==> src/rtl/sprite_blitter.sv <==
module sprite_blitter #(
  parameter int FB_W = 7,
  parameter int SP_W = 8
) (
  input  logic                 clk,
  input  logic                 rst_n,
  input  logic                 dma_en,
  input  logic                 irq_en,
  input  logic                 fill_en,
  input  logic                 reg_we,
  input  logic [2:0]           reg_addr,
  input  logic [7:0]           reg_wdata,
  output logic [7:0]           reg_rdata,
  output logic                 src_re,
  output logic [2*SP_W-1:0]    src_addr,
  input  logic [7:0]           src_data,
  output logic                 dst_we,
  output logic [2*FB_W-1:0]    dst_addr,
  output logic [7:0]           dst_data,
  output logic                 busy,
  output logic                 irq,
  output logic [1:0]           quadrant
);
  localparam logic [2:0] A_VX = 3'd0, A_VY = 3'd1, A_GX = 3'd2, A_GY = 3'd3;
  localparam logic [2:0] A_W = 3'd4, A_H = 3'd5, A_GO = 3'd6, A_COL = 3'd7;
  localparam logic [FB_W-1:0] F1 = 1;
  localparam logic [SP_W-1:0] S1 = 1;

  logic [7:0]      regs [8];
  logic [FB_W-1:0] dx, dy, col, row, wl, hl, pdx, pdy;
  logic [SP_W-1:0] sx, sy;
  logic            hf, vf, pv, q_x, q_y, irq_q;

  wire             wr         = reg_we & dma_en;
  wire             start_fire = wr && (reg_addr == A_GO);
  wire             go         = start_fire && reg_wdata[0];
  wire [FB_W-1:0]  w_live     = regs[A_W][FB_W-1:0];
  wire [FB_W-1:0]  h_live     = regs[A_H][FB_W-1:0];
  wire [FB_W:0]    col_n      = {1'b0, col} + (FB_W+1)'(1);
  wire [FB_W:0]    row_n      = {1'b0, row} + (FB_W+1)'(1);
  wire             row_end    = col_n >= {1'b0, wl};
  wire             last_row   = row_n >= {1'b0, hl};
  wire [SP_W-1:0]  sx_row     = regs[A_W][7] ? regs[A_GX][SP_W-1:0] + SP_W'(w_live) - S1
                                             : regs[A_GX][SP_W-1:0];
  wire [SP_W-1:0]  sy_first   = regs[A_H][7] ? regs[A_GY][SP_W-1:0] + SP_W'(h_live) - S1
                                             : regs[A_GY][SP_W-1:0];

  always_ff @(posedge clk or negedge rst_n) begin
    if (!rst_n) begin
      for (int i = 0; i < 8; i++) regs[i] <= '0;
      busy <= 1'b0; irq_q <= 1'b0; pv <= 1'b0; q_x <= 1'b0; q_y <= 1'b0;
      dx <= '0; dy <= '0; col <= '0; row <= '0; wl <= '0; hl <= '0;
      pdx <= '0; pdy <= '0; sx <= '0; sy <= '0; hf <= 1'b0; vf <= 1'b0;
    end else begin
      if (wr && reg_addr != A_GO) regs[reg_addr] <= reg_wdata;
      pv  <= busy;
      pdx <= dx;
      pdy <= dy;
      if (busy) begin
        q_x <= sx[SP_W-1];
        q_y <= sy[SP_W-1];
      end
      if (go) begin
        busy  <= (w_live != '0) && (h_live != '0);
        irq_q <= irq_en && ((w_live == '0) || (h_live == '0));
        col <= '0; row <= '0; wl <= w_live; hl <= h_live;
        hf  <= regs[A_W][7]; vf <= regs[A_H][7];
        dx  <= regs[A_VX][FB_W-1:0]; dy <= regs[A_VY][FB_W-1:0];
        sx  <= sx_row; sy <= sy_first;
      end else begin
        if (start_fire) irq_q <= 1'b0;
        if (busy) begin
          if (row_end) begin
            col <= '0; row <= row + F1;
            wl  <= w_live; hf <= regs[A_W][7];
            dx  <= regs[A_VX][FB_W-1:0]; sx <= sx_row;
            dy  <= dy + F1;
            sy  <= vf ? sy - S1 : sy + S1;
            if (last_row) begin
              busy  <= 1'b0;
              irq_q <= irq_en;
            end
          end else begin
            col <= col + F1;
            dx  <= dx + F1;
            sx  <= hf ? sx - S1 : sx + S1;
          end
        end
      end
    end
  end

  assign src_re    = busy;
  assign src_addr  = {sy, sx};
  assign dst_we    = pv && (fill_en || src_data != 8'd0);
  assign dst_addr  = {pdy, pdx};
  assign dst_data  = fill_en ? ~regs[A_COL] : src_data;
  assign reg_rdata = !dma_en ? 8'd0 : (reg_addr == A_GO ? {7'd0, busy} : regs[reg_addr]);
  assign irq       = irq_q;
  assign quadrant  = {q_y, q_x};

  p_start_gated_r2: assert property (@(posedge clk) disable iff (!rst_n)
    !dma_en |=> !$rose(busy));
  p_idle_no_write_r3: assert property (@(posedge clk) disable iff (!rst_n)
    (!busy && !$past(busy)) |-> !dst_we);
  p_write_after_read_r4: assert property (@(posedge clk) disable iff (!rst_n)
    dst_we |-> $past(src_re));
  p_dst_step_r4: assert property (@(posedge clk) disable iff (!rst_n)
    (dst_we && $past(dst_we) && !$past(go, 2) &&
     dst_addr[2*FB_W-1:FB_W] == $past(dst_addr[2*FB_W-1:FB_W]))
    |-> dst_addr[FB_W-1:0] == $past(dst_addr[FB_W-1:0]) + F1);
  p_irq_clear_r8: assert property (@(posedge clk) disable iff (!rst_n)
    (go && w_live != '0 && h_live != '0) |=> (!irq && busy));
  p_irq_rise_idle_r8: assert property (@(posedge clk) disable iff (!rst_n)
    $rose(irq) |-> !busy);
endmodule

==> config.mk <==
export PLATFORM = sky130hd
export DESIGN_NAME = sprite_blitter
export DESIGN_NICKNAME = d
export VERILOG_FILES = /design/src/rtl/sprite_blitter.sv
export SDC_FILE = /design/constraint.sdc
export NUM_CORES = 1
export LEC_CHECK = 0
export ABC_AREA = 1
export BUFFER_PORTS_ARGS = -buffer_cell sky130_fd_sc_hd__buf_2
export CORE_ASPECT_RATIO = 1.5
export CORE_MARGIN = 10
export CORE_UTILIZATION = 55
export CTS_BUF_LIST = sky130_fd_sc_hd__clkbuf_4
export DETAILED_ROUTE_END_ITERATION = 8
export GPL_ROUTABILITY_DRIVEN = 0
export GPL_TIMING_DRIVEN = 0
export PLACE_DENSITY_LB_ADDON = 0.2
export SYNTH_ARGS = -nofsm -noshare
export SYNTH_HDL_FRONTEND = slang
export SYNTH_SLANG_ARGS = --single-unit
export TNS_END_PERCENT = 10
==> constraint.sdc <==
create_clock -name clk -period 5.3 [get_ports clk]
set_input_delay 0.53 -clock clk [delete_from_list [all_inputs] [get_ports clk]]
set_output_delay 0.53 -clock clk [all_outputs]
set_load 0.01 [all_outputs]
==> results_dict.tcl, run 1 <==
set metrics [dict create \
    outcome "complete, no violations" \
    fp.dieH_um 169 \
    synth.yosys.seq_area_share 0.413 \
    fmaxAchievable_mhz 372 \
    clock_tree.htree_level_count 4 \
    routed-via-count 7179 \
    cts_tree "yes" \
    grt_pass1_wl_um 35800 \
    worstHoldPathCells 3 \
    postLayoutSetupSlackWorst_ns 2.61 \
    port_buffers 76 \
    cts.clk_slew.worst_paths_ns 0.13 \
    power.clock.fraction 0.133 \
    crit_arrival_ns 2.16 \
    layout-drive-gt1-share 0.142 \
    reg_to_reg_slack_setup_ns 2.69 \
    fin_nets 1216 \
    detail_route.first_pass.iterations 5 \
    grt.overflow.total 0 \
    seqPwrFrac 0.318 \
    power.switching_fraction 0.478 \
    place_inst 1307 \
    layout.cells.non_filler 1342 \
    synth.cells.most_frequent "nand2_1 (285), inv_1 (160), dfrtp_1 (135)" \
    root_buffer "clkbuf_4" \
    wl_per_cell_um 16.2 \
    detail_route.vias_per_cell 5.35 \
    placementRows 54 \
    cts-root-to-sink-buffers 2 \
    timing.critical_path.required_ns 4.77 \
    synth.yosys.warnings 0 \
    area_leader_netlist "dfrtp_1" \
    detailedPlace.worstSlack_ns 2.70 \
    avgSynthCellArea_um2 7.90 \
    detail_route.iter0.violations 461 \
    area_growth_pct 11.7 \
    synthesis.nets 1119 \
    power_density_mw_per_mm2 574 \
    worstHoldStart "reg_wdata[7]" \
    synthFlopType "dfrtp_1" \
    drc_errors 0 \
    fraction_of_the_cycle_the_final_worst_path_needs 0.507 \
    clock_sinks 135 \
    die-area_mm2 0.0202 \
    worst_hold_path_type "primary input to register" \
    core_footprint_mm2 0.0146 \
    setup_total_negative_slack_ns 0 \
    largest_cells_by_area_after_synthesis "dfrtp_1 (41%), nand2_1 (13%), ha_1 (8.6%), inv_1 (7.3%), o21ai_0 (6.6%)" \
    timing.max_cap.violations 0 \
    synth-async-reset-ratio 1.00 \
    dp_hpwl_um 17000 \
    worst_setup_path_start_kind "register" \
    utilization 0.626 \
    postCtsSetupRepairBufs 0 \
    rsz0062_at_grt "false" \
    floorplan.initialDensity 0.560 \
    comb_power_share 0.549 \
    post_synth_inst_count 1034 \
    fraction_of_synthesized_cell_area_taken_by_the_top_area_cell_type 0.413 \
    routed_wl_um 21700 \
    hold_viol 0 \
    max-slew-margin-rel 0.571 \
    clk_latency_ns 0.55 \
    pin_count_of_the_biggest_net_entering_global_routing 71 \
    numCtsBuffers 17 \
    maxSlewViolCount 0 \
    tightest_slew_ns 0.643 \
    p_sw_mw 2.50 \
    pin_count 77 \
    timing.critical_path.to_type "output port" \
    netlist_area_mm2 0.00817 \
    clock-skew-final_ns 0.0207 \
    worst_hold_path.endpoint "regs[23]" \
    grt_antenna_before_repair 2 \
    die_width_um 120 \
    r2r_end "dy[0]" \
    number_of_enable_type_register_cells_in_the_synthesized_netlist 0 \
    first_global_vias 7301 \
    crit_path_max_fanout 10 \
    synth.most_common_cell "nand2_1" \
    r2r_cells 14 \
    critical_setup_path_class "register to output port" \
    critical_r2r_launch "col[0]" \
    synth-seq-cells 135 \
    power.internal_mw 2.73 \
    count_of_antenna_violating_nets_left_after_detailed_routing 0 \
    fin_crit_ns 2.69 \
    groute.usage.overall 0.220 \
    highest_ir_drop_seen_on_vdd_v 0.000351 \
    p_leak_nw 4.83 \
    final-setup-viol-count 0 \
    synthDistinctLibCells 51 \
]
-- power groups by stage --
stage,registers [mW],clock network (mW),logic (mW)
2_1_floorplan,1.66,0,2.09
5_1_grt,1.71,0.757,3.29
6_report,1.66,0.697,2.88
4_1_cts,1.66,0.714,2.91
3_5_place_dp,1.68,0,2.89
3_3_place_gp,1.67,0,2.83
-- cells by family (layout without fill, tap and decap cells) --
| family | count (synthesis) | after routing | share of synthesized area |
|---|---|---|---|
| AO/OA/AOI/OAI | 217 | 217 | 0.148 |
| XOR/XNOR | 31 | 31 | 0.0332 |
| adder cells (fa/ha/maj) | 60 | 60 | 0.0955 |
| buffers and inverters | 195 | 305 | 0.0985 |
| flip-flops | 135 | 135 | 0.413 |
| other | 0 | 2 | 0 |
| AND/OR/NAND/NOR | 396 | 396 | 0.211 |
-- repair_timing --
action	4_1_cts	5_1_grt
resized for setup	0	0
endpoints found under the hold margin	69	0
hold buffers	1	0
-- worst max path at each step --
stage / depth (start not counted) / from / endpoint / slack (ns)
global route: 6 / regs[31] / reg_rdata[7] / 2.41
CTS: 6 / regs[31] / reg_rdata[7] / 2.59
floorplan: 14 / col[0] / dy[4] / 3.05
global placement: 1 / rst_n / row[4] / 1.86
finish: 6 / regs[31] / reg_rdata[7] / 2.61
detailed placement: 14 / col[0] / dy[0] / 2.70
-- layout by cell type, fill, tap and decap left out, drive strengths merged, types with 3 or more instances in the layout --
cell type	netlist	final
a21oi	47	47
a221oi	4	4
a22oi	3	3
a31oi	5	5
buf	20	97
clkbuf	8	25
clkinv	1	3
clkinvlp	0	3
dfrtp	135	135
fa	4	4
ha	56	56
inv	166	175
nand2	290	290
nand3	41	41
nand3b	3	3
nand4	14	14
nor2	29	29
nor3	10	10
nor4	3	3
o211ai	7	7
o21ai	129	129
o21bai	3	3
o22ai	11	11
or2	3	3
xnor2	8	8
xor2	23	23
-- state kept, by name (all words and copies together) (netlist names) --
register,cells
q_x,1
vf,1
pdx,7
col,7
dy,7
q_y,1
busy,1
pv,1
sx,8
row,7
irq,1
h_live,7
sy,8
dx,7
hl,7
wl,7
regs,49
hf,1
pdy,7
-- per-stage QoR --
| step | hold WS, ns | area (um^2) | total power [mW] |
|---|---|---|---|
| 2_1_floorplan | 0.234 | 8170 | 3.75 |
| 3_3_place_gp | 0.359 | 8800 | 4.50 |
| 3_5_place_dp | 0.378 | 8830 | 4.57 |
| 4_1_cts | 0.198 | 9130 | 5.28 |
| 5_1_grt | 0.216 | 9130 | 5.76 |
| 6_report | 0.232 | 9130 | 5.24 |
-- layer usage --
metal  part of all wire  vias to the layer above  wire, um  track usage
li1                   -                     3563         -            -
met1               0.38                     3378      8330        0.238
met2               0.53                      185     11400        0.398
met3              0.048                       53      1050       0.0433
met4              0.041                        0       885        0.108
met5                  0                        -         0            0
-- critical path: stages, from the launching register on --
cell	delay, ns
dfrtp_1	0.34
buf_2	0.20
clkinv_1	0.30
o21ai_0	0.29
nor2_1	0.08
a41oi_1	0.23
buf_2	0.18
-- final cells by class --
class                   instances  area, um^2
diodes                          2        5.00
plain buffers                  28         175
clock buffers                  17         128
clock inverters                15         156
fillers                      1403        5460
inverters                     167         629
multi-input cells             704        3990
flip-flops and latches        135        3380
well taps                     196         245
repair buffers                 78         424
Power figures use the tool's default switching activity.
==> run 2: changes to the inputs <==
==> constraint.sdc (replaced) <==
create_clock -name clk -period 2.6 [get_ports clk]
set_input_delay 0.26 -clock clk [delete_from_list [all_inputs] [get_ports clk]]
set_output_delay 0.26 -clock clk [all_outputs]
set_load 0.01 [all_outputs]
==> results_dict.tcl, run 2 (synthesized netlist as in run 1, its figures left out) <==
set metrics [dict create \
    clk_latency_ns 0.55 \
    tightest_slew_ns 0.643 \
    fp.dieH_um 169 \
    root_buffer "clkbuf_4" \
    worst_setup_path_endpoint "dy[0]" \
    wl_per_cell_um 16.1 \
    pin_count 77 \
    final-setup-viol-count 0 \
    die-area_mm2 0.0202 \
    cts_tree "yes" \
    p_leak_nw 4.89 \
    top_regs "regs x49, sx x8, sy x8" \
    clock_tree.htree_level_count 4 \
    hold_viol 0 \
    reg_to_reg_slack_setup_ns 0.12 \
    first_global_vias 7335 \
    fin_crit_ns 2.48 \
    max-slew-margin-rel 0.571 \
    timing.critical_path.to_type "register" \
    power_density_mw_per_mm2 1170 \
    fmaxAchievable_mhz 404 \
    placementRows 54 \
    power.internal_mw 5.72 \
    groute.usage.overall 0.220 \
    highest_ir_drop_seen_on_vdd_v 0.000719 \
    numCtsBuffers 17 \
    crit_arrival_ns 2.92 \
    comb_power_share 0.558 \
    top_register "regs" \
    routed-via-count 7258 \
    critical_setup_path_class "register to register" \
    r2r_cells 14 \
    critical_r2r_launch "col[1]" \
    critical_path.startpoint "col[1]" \
    r2r_end "dy[0]" \
    die_width_um 120 \
    worstHoldStart "reg_wdata[0]" \
    count_of_antenna_violating_nets_left_after_detailed_routing 0 \
    p_sw_mw 5.22 \
    family_with_the_most_delay_on_the_worst_path "simple AND/OR/NAND/NOR gates" \
    detail_route.vias_per_cell 5.35 \
    timing.max_cap.violations 0 \
    utilization 0.640 \
    power.switching_fraction 0.477 \
    clock-skew-final_ns 0.0209 \
    layout-drive-gt1-share 0.159 \
    crit_slowest_cell "dfrtp_1" \
    detail_route.first_pass.iterations 7 \
    critical_path.cell_chain "nand2_2 -> nor2_4 -> buf_4 -> xor2_1 -> ha_1 -> a21oi_1 -> nand2_1 -> nand3_2 -> nand4_4 -> nand2_8 -> inv_4 -> buf_6 -> nand2_1 -> nand2_1" \
    crit_path_max_incr_delay_ns 0.45 \
    fin_total_pwr_mw 10.9 \
    floorplan.initialDensity 0.560 \
    worst_setup_path_start_kind "register" \
    mostFrequentLayoutCells "nand2_1 (282), inv_1 (158), dfrtp_1 (134), o21ai_0 (108), buf_2 (83)" \
    worst_hold_path_type "primary input to register" \
    grt_antenna_before_repair 2 \
    grt_pass1_wl_um 35900 \
    fraction_of_the_cycle_the_final_worst_path_needs 0.952 \
    pin_count_of_the_biggest_net_entering_global_routing 71 \
    power.clock.fraction 0.130 \
    cts.clk_slew.worst_paths_ns 0.14 \
    drc_errors 0 \
    core_footprint_mm2 0.0146 \
    maxSlewViolCount 0 \
    cell_type_with_the_highest_occurrence_count_on_the_critical_path "nand2_1" \
    area_growth_pct 14.3 \
    crit_path_max_fanout 10 \
    seqPwrFrac 0.312 \
    detail_route.iter0.violations 517 \
    largest_reg_flops 49 \
    dp_hpwl_um 17000 \
    worstPathBufferInverterCount 3 \
    detailed_place.area_mm2 0.00883 \
    cts-root-to-sink-buffers 2 \
    final_common_cell "nand2_1" \
    postLayoutCellArea_mm2 0.00934 \
    crit_cells 14 \
    holdWs_ns 0.0573 \
    port_buffers 76 \
    fin_nets 1230 \
    routed_wl_um 21900 \
    grt.overflow.total 0 \
    worstHoldPathCells 3 \
    outcome "complete, no violations" \
    clock_sinks 135 \
    timing.critical_path.required_ns 3.05 \
]
==> run 2: changes by cell type in the layout (fill, tap and decap cells not counted), moves of 2 or more <==
cell,before,now
ha_1,56,53
inv_1,160,158
nand2_1,285,282
dlygate4sd3_1,1,9
xor2_2,0,2
ha_4,0,2
buf_4,9,14
xor2_1,23,21
inv_2,5,7
nand2_2,3,6
==> run 2: routing by layer <==
metal | share of wire | track usage | up-vias
met5 | 0 | 0 | -
met2 | 0.53 | 0.399 | 178
met1 | 0.38 | 0.239 | 3438
met4 | 0.043 | 0.108 | 0
li1 | - | - | 3580
met3 | 0.042 | 0.0416 | 62
==> run 2: cell type report <==
type | instances | area, um^2
Fill cell | 1371 | 5260
Multi-Input combinational cell | 704 | 4060
Sequential cell | 135 | 3380
Inverter | 167 | 633
Timing Repair Buffer | 92 | 549
Tap cell | 196 | 245
Buffer | 28 | 179
Clock inverter | 15 | 156
Clock buffer | 17 | 128
Antenna cell | 2 | 5.00
==> run 2: worst min-delay path by stage <==
stage / slack (ns) / to
CTS: 0.02 / regs[0]
global placement: 0.36 / pdx[6]
global route: 0.04 / h_live[0]
detailed placement: 0.30 / pdy[5]
finish: 0.06 / regs[0]
floorplan: -0.04 / busy
==> run 2: stage by stage <==
step / worst slack [ns] / setup TNS (ns) / instances
final: 0.125 / 0 / 1356
after global routing: -0.0496 / -0.424 / 1356
after CTS: 0.0172 / 0 / 1348
after detailed placement: 0.000403 / 0 / 1307
after global placement: -0.572 / -76.04 / 1306
after floorplan: 0.352 / 0 / 1034
==> run 2: timing repair <==
action | in CTS | in global routing
buffers inserted | 0 | 6
hold endpoints to repair | 87 | 0
pin swaps | 1 | 5
resized for setup | 1 | 18
hold buffers | 9 | 0
setup endpoints to repair | 12 | 52
==> run 2: power by group through the flow <==
stage | Sequential, mW | Combinational (mW) | Clock (mW)
5_1_grt | 3.50 | 6.97 | 1.54
4_1_cts | 3.38 | 5.98 | 1.45
3_3_place_gp | 3.40 | 5.76 | 0
3_5_place_dp | 3.42 | 5.90 | 0
2_1_floorplan | 3.38 | 4.27 | 0
6_report | 3.41 | 6.10 | 1.43
==> run 2: worst register-to-register path, stage by stage (launching register included) <==
cell,delay (ns)
dfrtp_1,0.45
nand2_2,0.09
nor2_4,0.15
buf_4,0.13
xor2_1,0.18
ha_1,0.27
a21oi_1,0.18
nand2_1,0.09
nand3_2,0.11
nand4_4,0.20
nand2_8,0.19
inv_4,0.07
buf_6,0.15
nand2_1,0.07
nand2_1,0.05
==> run 3: changes to the inputs <==
==> constraint.sdc (replaced) <==
create_clock -name clk -period 2.95 [get_ports clk]
set_input_delay 0.295 -clock clk [delete_from_list [all_inputs] [get_ports clk]]
set_output_delay 0.295 -clock clk [all_outputs]
set_load 0.01 [all_outputs]
==> results_dict.tcl, run 3 (synthesized netlist as in run 1, its figures left out) <==
set metrics [dict create \
    final-setup-viol-count 0 \
    core_footprint_mm2 0.0146 \
    power_density_mw_per_mm2 1020 \
    top_register "regs" \
    dp_hpwl_um 17000 \
    fmaxAchievable_mhz 382 \
    crit_path_max_fanout 10 \
    cts_hold_buf 7 \
    cts-root-to-sink-buffers 2 \
    highest_ir_drop_seen_on_vdd_v 0.000629 \
    cts_tree "yes" \
    detail_route.first_pass.iterations 6 \
    count_of_antenna_violating_nets_left_after_detailed_routing 0 \
    wl_per_cell_um 16.1 \
    grt.overflow.total 0 \
    clock_sinks 135 \
    detailed_place.area_mm2 0.00883 \
    timing.max_cap.violations 0 \
    fin_nets 1222 \
    tightest_slew_ns 0.643 \
    power.switching_fraction 0.478 \
    fp.dieH_um 169 \
    critical_setup_path_class "register to register" \
    largest_reg_flops 49 \
    pin_count 77 \
    setup_total_negative_slack_ns 0 \
    timing.critical_path.to_type "register" \
    routed_wl_um 21700 \
    placementRows 54 \
    clock_tree.htree_level_count 4 \
    floorplan.initialDensity 0.560 \
    cts.clk_slew.worst_paths_ns 0.13 \
    power.internal_mw 4.92 \
    grt_pass1_wl_um 35900 \
    crit_arrival_ns 3.07 \
    routed-via-count 7224 \
    power.clock.fraction 0.133 \
    outcome "complete, no violations" \
    first_global_vias 7324 \
    drc_errors 0 \
    root_buffer "clkbuf_4" \
    pin_count_of_the_biggest_net_entering_global_routing 71 \
    grt_antenna_before_repair 2 \
    layout-drive-gt1-share 0.142 \
    comb_power_share 0.550 \
    mostFrequentLayoutCells "nand2_1 (285), inv_1 (160), dfrtp_1 (135), o21ai_0 (108), buf_2 (83)" \
    p_sw_mw 4.50 \
    cts_resized 0 \
    detail_route.iter0.violations 465 \
    die_width_um 120 \
    maxSlewViolCount 0 \
    postCtsSetupRepairBufs 0 \
    die-area_mm2 0.0202 \
    worst_hold_path_type "primary input to register" \
    seqPwrFrac 0.317 \
    numCtsBuffers 17 \
    timing.critical_path.required_ns 3.40 \
    worst_setup_path_start_kind "register" \
    groute.usage.overall 0.220 \
    port_buffers 76 \
    area_growth_pct 12.5 \
    p_leak_nw 4.86 \
    final_common_cell "nand2_1" \
    postLayoutCellArea_mm2 0.00919 \
    clock-skew-final_ns 0.0199 \
    fin_total_pwr_mw 9.41 \
    detail_route.vias_per_cell 5.36 \
    hold_viol 0 \
    fin_crit_ns 2.62 \
    fraction_of_the_cycle_the_final_worst_path_needs 0.887 \
    clk_latency_ns 0.55 \
    max-slew-margin-rel 0.571 \
    top_regs "regs x49, sx x8, sy x8" \
    rsz0062_at_grt "false" \
]
## run 3: cell types whose count changed in the layout (fill, tap and decap cells not counted), moves of 2 or more
cell and change:
buf_4 -5, xor2_1 +2, nand2_2 -3, inv_1 +2, ha_4 -2, dlygate4sd3_1 -2, inv_2 -2, ha_1 +3
nand2_1 +3, xor2_2 -2
## run 3: critical path: stages (launching register included)
cell and delay (ns):
dfrtp_1 0.45, ha_1 0.26, nand4_1 0.12, xor2_1 0.20, inv_1 0.07, ha_1 0.30
inv_1 0.08, nor2_1 0.05, nor2_2 0.19, nand4_4 0.22, nand2_4 0.22, inv_4 0.08
buf_6 0.16, nand2_1 0.07, nand2_1 0.05
## run 3: routing by layer
layer | routed length, um | GRT usage | vias to the layer above
met1 | 8380 | 0.239 | 3413
met4 | 897 | 0.108 | 0
met3 | 996 | 0.0423 | 61
li1 | - | - | 3574
met2 | 11500 | 0.399 | 176
met5 | 0 | 0 | -
## run 3: final timing paths
| kind | start | endpoint | slack, ns | cells past startpoint |
|---|---|---|---|---|
| hold reg to reg | dx[6] | pdx[6] | 0.40 | 0 |
| setup / recovery | col[0] | dy[0] | 0.33 | 14 |
| max in group asynchronous | rst_n | col[1] | 1.90 | 3 |
| setup reg to reg | col[0] | dy[0] | 0.33 | 14 |
| min in group asynchronous | rst_n | pdy[5] | 0.29 | 2 |
| hold / removal | reg_wdata[6] | regs[38] | 0.03 | 3 |
## run 3: layout make-up
type                            count  area, um^2
Clock buffer                       17         128
Multi-Input combinational cell    704        3990
Tap cell                          196         245
Buffer                             28         175
Sequential cell                   135        3380
Fill cell                        1395        5400
Inverter                          167         629
Antenna cell                        2        5.00
Timing Repair Buffer               84         484
Clock inverter                     15         156
## run 3: per-stage QoR
stage | hold WS (ns) | instances | util | setup WS (ns)
2_1_floorplan | -0.000591 | 1034 | - | 0.702
3_3_place_gp | 0.359 | 1306 | 0.603 | -0.257
3_5_place_dp | 0.338 | 1307 | 0.605 | 0.350
4_1_cts | 0.00161 | 1346 | 0.629 | 0.320
5_1_grt | 0.0138 | 1348 | 0.630 | 0.132
6_report | 0.0327 | 1348 | 0.630 | 0.333
## run 3: power by group through the flow
stage / clock (mW) / combinational [mW] / sequential, mW
final: 1.25 / 5.17 / 2.99
after global routing: 1.36 / 5.93 / 3.07
after detailed placement: 0 / 5.20 / 3.02
after global placement: 0 / 5.08 / 3.00
after floorplan: 0 / 3.76 / 2.98
after CTS: 1.28 / 5.23 / 2.98
